<file path="src/rtl/tpb_pkg.sv">
package tpb_pkg;

  typedef enum logic [2:0] {
    ST_IDLE,
    ST_LOAD,
    ST_DIV,
    ST_FIT,
    ST_COMMIT
  } dist_state_e;

  // Flat slot number of a power-table entry: tile-major, then level, then core.
  function automatic int unsigned tbl_slot(input int unsigned tile,
                                           input int unsigned vf,
                                           input int unsigned core,
                                           input int unsigned n_vf,
                                           input int unsigned n_core);
    return (tile * n_vf + vf) * n_core + core;
  endfunction

endpackage

</file>
<file path="src/rtl/tpb_divider.sv">
module tpb_divider #(
  parameter int NUM_W = 32,
  parameter int DEN_W = 18
) (
  input  logic             clk,
  input  logic             rst_n,
  input  logic             start,
  input  logic [NUM_W-1:0] num,
  input  logic [DEN_W-1:0] den,
  output logic [NUM_W-1:0] quot,
  output logic             valid
);
  localparam int CW = $clog2(NUM_W + 1);

  logic             busy_q, valid_q;
  logic [CW-1:0]    cnt_q;
  logic [NUM_W-1:0] q_q;
  logic [DEN_W-1:0] rem_q, den_q;
  logic [DEN_W:0]   trial, trial_sub;
  logic             take;

  assign trial     = {rem_q, q_q[NUM_W-1]};
  assign take      = trial >= {1'b0, den_q};
  assign trial_sub = trial - {1'b0, den_q};

  always_ff @(posedge clk) begin
    if (!rst_n) begin
      busy_q  <= 1'b0;
      valid_q <= 1'b0;
      cnt_q   <= '0;
      q_q     <= '0;
      rem_q   <= '0;
      den_q   <= '0;
    end else begin
      valid_q <= 1'b0;
      if (start) begin
        busy_q <= 1'b1;
        cnt_q  <= CW'(NUM_W);
        q_q    <= num;
        rem_q  <= '0;
        den_q  <= den;
      end else if (busy_q) begin
        rem_q <= take ? trial_sub[DEN_W-1:0] : trial[DEN_W-1:0];
        q_q   <= {q_q[NUM_W-2:0], take};
        cnt_q <= cnt_q - CW'(1);
        if (cnt_q == CW'(1)) begin
          busy_q  <= 1'b0;
          valid_q <= 1'b1;
        end
      end
    end
  end

  assign quot  = q_q;
  assign valid = valid_q;

  assert_no_zero_den_R4: assert property (@(posedge clk) disable iff (!rst_n)
    start |-> (den != '0));
  assert_rem_bound_R4: assert property (@(posedge clk) disable iff (!rst_n)
    busy_q |-> (rem_q < den_q));

endmodule

</file>
<file path="src/rtl/tpb_stall_timer.sv">
module tpb_stall_timer #(
  parameter int STALL_CYC = 200
) (
  input  logic clk,
  input  logic rst_n,
  input  logic load,
  output logic stall
);
  localparam int SW = $clog2(STALL_CYC + 1);

  logic [SW-1:0] cnt_q;

  always_ff @(posedge clk) begin
    if (!rst_n)              cnt_q <= '0;
    else if (load)           cnt_q <= SW'(STALL_CYC);
    else if (cnt_q != '0)    cnt_q <= cnt_q - SW'(1);
  end

  assign stall = (cnt_q != '0);

  assert_stall_on_change_R8: assert property (@(posedge clk) disable iff (!rst_n)
    load |=> stall);
  assert_no_spurious_stall_R8: assert property (@(posedge clk) disable iff (!rst_n)
    (!load && !stall) |=> !stall);
  assert_stall_ends_R8: assert property (@(posedge clk) disable iff (!rst_n)
    (!load && cnt_q == SW'(1)) |=> !stall);

endmodule

</file>
<file path="src/rtl/tile_budget_distributor.sv">
module tile_budget_distributor #(
  parameter int NUM_TILES = 4,
  parameter int CNT_W     = 16,
  parameter int BUD_W     = 16,
  parameter int PWR_W     = 12,
  parameter int NUM_VF    = 3,
  parameter int NUM_CORE  = 4,
  parameter int STALL_CYC = 200
) (
  input  logic                                       clk,
  input  logic                                       rst_n,
  input  logic                                       interval_start,
  input  logic [BUD_W-1:0]                           total_budget,
  input  logic [NUM_TILES*CNT_W-1:0]                 tile_insts,
  input  logic [NUM_TILES*$clog2(NUM_VF)-1:0]        tile_vf_pref,
  input  logic [NUM_TILES*NUM_VF*NUM_CORE*PWR_W-1:0] tile_power,
  output logic [NUM_TILES*BUD_W-1:0]                 tile_budget,
  output logic [NUM_TILES*$clog2(NUM_VF)-1:0]        tile_vf,
  output logic [NUM_TILES*$clog2(NUM_CORE)-1:0]      tile_core,
  output logic [NUM_TILES-1:0]                       tile_stall,
  output logic                                       interval_done
);
  import tpb_pkg::*;

  localparam int VF_W   = $clog2(NUM_VF);
  localparam int CORE_W = $clog2(NUM_CORE);
  localparam int SUM_W  = CNT_W + $clog2(NUM_TILES);
  localparam int NUM_W  = BUD_W + CNT_W;
  localparam int IDX_W  = (NUM_TILES > 1) ? $clog2(NUM_TILES) : 1;
  localparam int CMP_W  = BUD_W + PWR_W;
  localparam logic [VF_W-1:0]   VF_MAX   = VF_W'(NUM_VF - 1);
  localparam logic [CORE_W-1:0] CORE_MAX = CORE_W'(NUM_CORE - 1);

  dist_state_e state_q;
  logic [IDX_W-1:0]           idx_q;
  logic                       first_q, done_q;
  logic [BUD_W-1:0]           cap_total;
  logic [NUM_TILES*CNT_W-1:0] cap_insts;
  logic [NUM_TILES*VF_W-1:0]  cap_pref;
  logic [BUD_W-1:0]           share_q;
  logic [VF_W-1:0]            fit_vf;
  logic [CORE_W-1:0]          fit_core;

  // Named internal events used by the assertions.
  logic             commit_evt, over_share, fit_step, busy, sum_zero;
  logic [SUM_W-1:0] ips_sum;
  logic [CNT_W-1:0] ips_cur;
  logic [VF_W-1:0]  pref_cur, vf_pick;
  logic [PWR_W-1:0] pwr_cur;
  logic [NUM_W-1:0] div_num, div_quot;
  logic [SUM_W-1:0] div_den;
  logic             div_start, div_valid;

  always_comb begin
    ips_sum = '0;
    for (int t = 0; t < NUM_TILES; t++)
      ips_sum = ips_sum + SUM_W'(cap_insts[t*CNT_W +: CNT_W]);
  end

  assign sum_zero = (ips_sum == '0);
  assign ips_cur  = cap_insts[32'(idx_q)*CNT_W +: CNT_W];
  assign pref_cur = cap_pref[32'(idx_q)*VF_W +: VF_W];
  assign vf_pick  = (pref_cur > VF_MAX) ? VF_MAX : pref_cur;

  always_comb begin
    if (first_q || sum_zero) begin
      div_num = NUM_W'(cap_total);
      div_den = SUM_W'(NUM_TILES);
    end else begin
      div_num = NUM_W'(cap_total) * NUM_W'(ips_cur);
      div_den = ips_sum;
    end
  end

  assign pwr_cur = tile_power[tbl_slot(32'(idx_q), 32'(fit_vf), 32'(fit_core),
                                       NUM_VF, NUM_CORE)*PWR_W +: PWR_W];
  assign over_share = CMP_W'(pwr_cur) > CMP_W'(share_q);
  assign busy       = (state_q != ST_IDLE);
  assign commit_evt = (state_q == ST_COMMIT);
  assign fit_step   = (state_q == ST_FIT) && over_share && (fit_core != '0);
  assign div_start  = (state_q == ST_LOAD);

  tpb_divider #(.NUM_W(NUM_W), .DEN_W(SUM_W)) u_div (
    .clk   (clk),
    .rst_n (rst_n),
    .start (div_start),
    .num   (div_num),
    .den   (div_den),
    .quot  (div_quot),
    .valid (div_valid)
  );

  always_ff @(posedge clk) begin
    if (!rst_n) begin
      state_q   <= ST_IDLE;
      idx_q     <= '0;
      first_q   <= 1'b1;
      done_q    <= 1'b0;
      cap_total <= '0;
      cap_insts <= '0;
      cap_pref  <= '0;
      share_q   <= '0;
      fit_vf    <= VF_MAX;
      fit_core  <= CORE_MAX;
    end else begin
      done_q <= 1'b0;
      unique case (state_q)
        ST_IDLE: if (interval_start) begin
          cap_total <= total_budget;
          cap_insts <= tile_insts;
          cap_pref  <= tile_vf_pref;
          idx_q     <= '0;
          state_q   <= ST_LOAD;
        end
        ST_LOAD: state_q <= ST_DIV;
        ST_DIV: if (div_valid) begin
          share_q  <= div_quot[BUD_W-1:0];
          fit_core <= CORE_MAX;
          fit_vf   <= first_q ? VF_MAX : vf_pick;
          state_q  <= first_q ? ST_COMMIT : ST_FIT;
        end
        ST_FIT: begin
          if (fit_step) fit_core <= fit_core - CORE_W'(1);
          else          state_q  <= ST_COMMIT;
        end
        ST_COMMIT: begin
          if (idx_q == IDX_W'(NUM_TILES - 1)) begin
            state_q <= ST_IDLE;
            done_q  <= 1'b1;
            first_q <= 1'b0;
          end else begin
            idx_q   <= idx_q + IDX_W'(1);
            state_q <= ST_LOAD;
          end
        end
        default: state_q <= ST_IDLE;
      endcase
    end
  end

  assign interval_done = done_q;

  for (genvar t = 0; t < NUM_TILES; t++) begin : g_tile
    logic              mine, chg;
    logic [BUD_W-1:0]  bud_q;
    logic [VF_W-1:0]   vf_q;
    logic [CORE_W-1:0] core_q;

    assign mine = commit_evt && (idx_q == IDX_W'(t));
    assign chg  = mine && ((vf_q != fit_vf) || (core_q != fit_core));

    always_ff @(posedge clk) begin
      if (!rst_n) begin
        bud_q  <= '0;
        vf_q   <= VF_MAX;
        core_q <= CORE_MAX;
      end else if (mine) begin
        bud_q  <= share_q;
        vf_q   <= fit_vf;
        core_q <= fit_core;
      end
    end

    assign tile_budget[t*BUD_W +: BUD_W]  = bud_q;
    assign tile_vf[t*VF_W +: VF_W]        = vf_q;
    assign tile_core[t*CORE_W +: CORE_W]  = core_q;

    tpb_stall_timer #(.STALL_CYC(STALL_CYC)) u_stall (
      .clk   (clk),
      .rst_n (rst_n),
      .load  (chg),
      .stall (tile_stall[t])
    );
  end

  assert_share_bound_R4: assert property (@(posedge clk) disable iff (!rst_n)
    commit_evt |-> (share_q <= cap_total));
  assert_core_fits_R7: assert property (@(posedge clk) disable iff (!rst_n)
    (commit_evt && !first_q) |-> (!over_share || fit_core == '0));
  assert_first_uncapped_R3: assert property (@(posedge clk) disable iff (!rst_n)
    (commit_evt && first_q) |-> (fit_vf == VF_MAX && fit_core == CORE_MAX));
  assert_vf_range_R6: assert property (@(posedge clk) disable iff (!rst_n)
    commit_evt |-> (fit_vf <= VF_MAX));
  assert_ignore_busy_R9: assert property (@(posedge clk) disable iff (!rst_n)
    (busy && interval_start) |=> $stable(cap_total));
  assert_done_pulse_R2: assert property (@(posedge clk) disable iff (!rst_n)
    interval_done |=> !interval_done);

endmodule

</file>
<file path="config.mk">
export PLATFORM = sky130hd
export DESIGN_NAME = tile_budget_distributor
export DESIGN_NICKNAME = d
export VERILOG_FILES = /design/src/rtl/tpb_pkg.sv /design/src/rtl/tpb_divider.sv /design/src/rtl/tpb_stall_timer.sv /design/src/rtl/tile_budget_distributor.sv
export SDC_FILE = /design/constraint.sdc
export NUM_CORES = 2
export LEC_CHECK = 0
export CAP_MARGIN = 20
export CORE_MARGIN = 3
export CORE_UTILIZATION = 34
export CTS_BUF_LIST = sky130_fd_sc_hd__clkbuf_4
export DETAILED_ROUTE_END_ITERATION = 7
export PLACE_DENSITY = 0.63
export REMOVE_ABC_BUFFERS = 1
export SLEW_MARGIN = 0
export SYNTH_ARGS = -nofsm -noshare
export SYNTH_HDL_FRONTEND = slang
export SYNTH_SLANG_ARGS = --single-unit
</file>
<file path="constraint.sdc">
create_clock -name clk -period 8 [get_ports clk]
set_input_delay 1.2 -clock clk [delete_from_list [all_inputs] [get_ports clk]]
set_output_delay 1.2 -clock clk [all_outputs]
set_load 0.02 [all_outputs]
</file>
==> impl_metrics.csv <==
group,metric,value,unit
sta,max_slew.worst_pin.slew,1.07,ns
route,first_iter_violations,1629,
yosys,synth_warnings,0,
floorplanning,die-height,295,µm
yosys,postSynthRegisterBits,303,
status,outcome,"completed",
sta,max-slew-margin-rel,28.9,%
setup_path,critical_path_at,8.06,ns
placed_design,dp_cells,4661,
route,vias_per_inst,5.34,
floorplanning,die_x,295,µm
yosys,synth_edf_count,0,
sta,timing.final.max_slew_violations,0,
cells_and_area,mostFrequentLayoutCell,"clkdlybuf4s50_1",
route,drc,0,
route,routed-via-count,25800,
cts,numCtsBuffers,87,
cts,postCtsResizedCells,0,
setup_path,crit_family,"adder cells",
yosys,postSynthCellCount,2985,
sta,max_freq,135,MHz
cells_and_area,nNetsFinal,4741,
cells_and_area,mostFrequentLayoutCells,"clkdlybuf4s50_1, nand2_1, dfxtp_1, inv_1, fa_1",
placed_design,routability_cong,0.964,
global_route,gr-usage-all-layers,28.3,%
sta,grt_setup_unrepaired,"no",
sta,min_period_over_period,92.5,%
yosys,syn_area,0.0283,mm²
setup_path,timing.rr.start,"idx_q[0]",
route,drt-total-wl,124000,µm
cts,tritoncts,"yes",
floorplanning,ios,752,
cts,ctsHoldBuffers,0,
cts,clk_pin_slew_worst_paths,0.06,ns
floorplanning,num_rows,105,
route,drtPass1Iterations,5,
floorplanning,initial_utilization,34.4,%
setup_path,timing.critical_path.mode_cell,"fa_1",
global_route,antenna_found_initial,46,
setup_path,critical_path.max_stage_delay,0.74,ns
setup_path,startpoint_type,"register",
cells_and_area,syn_to_final_growth,34.0,%
setup_path,path_buf_inv,4,
min_path,worstHoldStart,"g_tile[2].bud_q[14]",
setup_path,cp_cell_sequence,"mux4_2 > and2_1 > fa_1 > inv_1 > fa_1 > fa_1 > fa_1 > inv_1 > fa_1 > inv_1 > fa_1 > inv_1 > ha_1 > nand4_1 > nor4b_1 > o21ai_0 > nand4_1 > a31oi_1 > or2_2 > a311oi_1 > a211oi_1 > xnor2_1 > o22ai_1",
yosys,ys.flop_type,"dfxtp_1",
yosys,yosysUniqueCellTypes,76,
pwr,power_after_layout,0.00568,W
global_route,grt_pass1_wl,177000,µm
setup_path,worstSetupStartpoint,"idx_q[0]",
pwr,vdd_drop_max,0.119,mV
setup_path,timing.setup.critical_path_class,"reg2reg",
placed_design,port_buffers,751,
cts,maximum_number_of_buffers_from_clock_root_to_sink,3,
min_path,hold_class,"reg2reg",
cts,h-tree-depth,3,
global_route,grt_pass1_vias,25900,
sta,final.min_clock_period,7.40,ns
pwr,pwr_density_cell,150,mW/mm²
sta,finalHoldViolations,0,
route,postRouteAntennaNets,0,
global_route,grt_start_max_net_pins,90,
yosys,synth_area_per_cell,9.48,µm²
sta,skew_final,0.101,ns
global_route,grt_overflow,0,
cells_and_area,final_layout_size_suffix_gt1_share,11.4,%
yosys,yosysSeqAreaShare,21.4,%
setup_path,endpoint_kind,"register",
cts,clock_insertion_delay_worst_skew,0.88,ns
setup_path,cpMaxStageDelayCell,"mux4_2",
flow_run,max_cap_violations,0,
yosys,async_flop_share,0,%
setup_path,critical_path_required,8.66,ns
sta,setup_violations,0,
cts,post_cts_buffers,0,
floorplanning,fp.dieArea,0.0868,mm²
cts,number_of_sinks_on_the_clock_net,303,
floorplanning,design.core.area,0.0822,mm²
pwr,static-leakage-power,15.4,nW
setup_path,crit_path_max_fanout,16,
placed_design,dp_hpwl,103000,µm
cts,cts_root_buf,"clkbuf_4",
route,routedWlPerCell,25.7,µm
cells_and_area,finalNonFillerCells,4831,
[tightest hold or removal path, delay by kind of cell, from the launching register on]
| family | cells | cell delay [ns] |
|---|---|---|
| AND/OR/NAND/NOR | 1 | 0.05 |
| flip-flops | 1 | 0.31 |
| AO/OA/AOI/OAI | 1 | 0.06 |
[metal layers]
layer | vias to the layer above | GRT usage [%] | share of wire (%)
li1 | 11700 | - | -
met1 | 12900 | 36.5 | 41
met2 | 1081 | 45.5 | 46
met3 | 179 | 7.00 | 8.6
met4 | 20 | 11.2 | 3.8
met5 | - | 0 | 0.10
[report_power, final]
part           leakage, nW  internal (W)  total [W]  switching [W]
clock network        0.612      0.000694    0.00141       0.000718
registers             2.46       0.00165    0.00183       0.000180
logic                 12.3       0.00117    0.00243        0.00127
[stage by stage]
step           TNS [ns]  setup WS, ns  hold slack (ns)  util, %  cell area [µm²]
2_1_floorplan     -7.74         -1.64            0.440        -            27500
3_3_place_gp          0         0.765            0.452     44.8            36800
3_5_place_dp          0         0.627            0.458     44.8            36800
4_1_cts               0         0.617            0.467     46.0            37900
5_1_grt               0         0.201            0.479     46.1            37900
6_report              0         0.597            0.464     46.1            37900
[synthesized netlist by cell type (all sizes together) (4+ instances only)]
library cell,count,area [µm²]
nor4,5,37.5
a22o,12,105
and4,5,43.8
and3,9,56.3
and2,132,826
or3,11,68.8
o21ai,60,300
buf,38,188
a21boi,191,1430
fa,229,4580
nand2b,11,68.8
o21bai,6,45.0
clkbuf,153,574
o22ai,27,169
nor3b,7,52.6
nor2,93,349
a211oi,13,103
mux2,20,225
inv,290,1090
xnor2,39,342
nor2b,15,101
nand2,576,2160
mux4,198,4460
a31oi,7,43.8
mux2i,60,601
nor4b,4,35.0
a211o,6,52.6
nand4,10,62.6
nand3,32,165
a311oi,4,41.3
o41ai,5,43.8
o211ai,16,120
xor2,46,403
nor3,26,130
ha,164,2050
dfxtp,303,6070
a21o,25,188
o21a,14,105
nand3b,4,30.0
a2111oi,4,42.5
a21oi,81,432
[sequential cells by signal, indices dropped and copies added, names as in the netlist, 3 cells and up]
name and flops:
g_tile.bud_q 64, u_div.cnt_q 6, state_q 3, g_tile.u_stall.cnt_q 32, g_tile.core_q 8, cap_insts 64
u_div.rem_q 18, share_q 16, u_div.quot 32, cap_pref 8, cap_total 16, u_div.den_q 18
g_tile.vf_q 8
[final timing paths]
check	end	slack [ns]	cells after the start
worst max-delay path	u_div.quot[30]	0.60	23
worst max register to register	u_div.quot[30]	0.60	23
worst min-delay path	g_tile[2].bud_q[14]	0.46	2
worst min register to register	g_tile[2].bud_q[14]	0.46	2
[cells by family after synthesis]
logic type               share of synthesized area, %
AND/OR/NAND/NOR                                  14.9
AO/OA/AOI/OAI                                    12.4
flip-flops                                       21.4
multiplexers                                     18.7
buffers and inverters                            6.54
adder cells (fa/ha/maj)                          23.4
XOR/XNOR                                         2.63
[layout make-up]
class                      instances  area, µm²
inverter                         290       1090
multi-input combinational       2201      20400
timing repair buffer             798       7890
clock buffer                     120        901
clock inverter                    23        124
fill                            7938      44300
sequential                       303       6080
tap                             1070       1340
antenna                           26       65.1
Note: power is estimated with default switching activity, not from simulation.
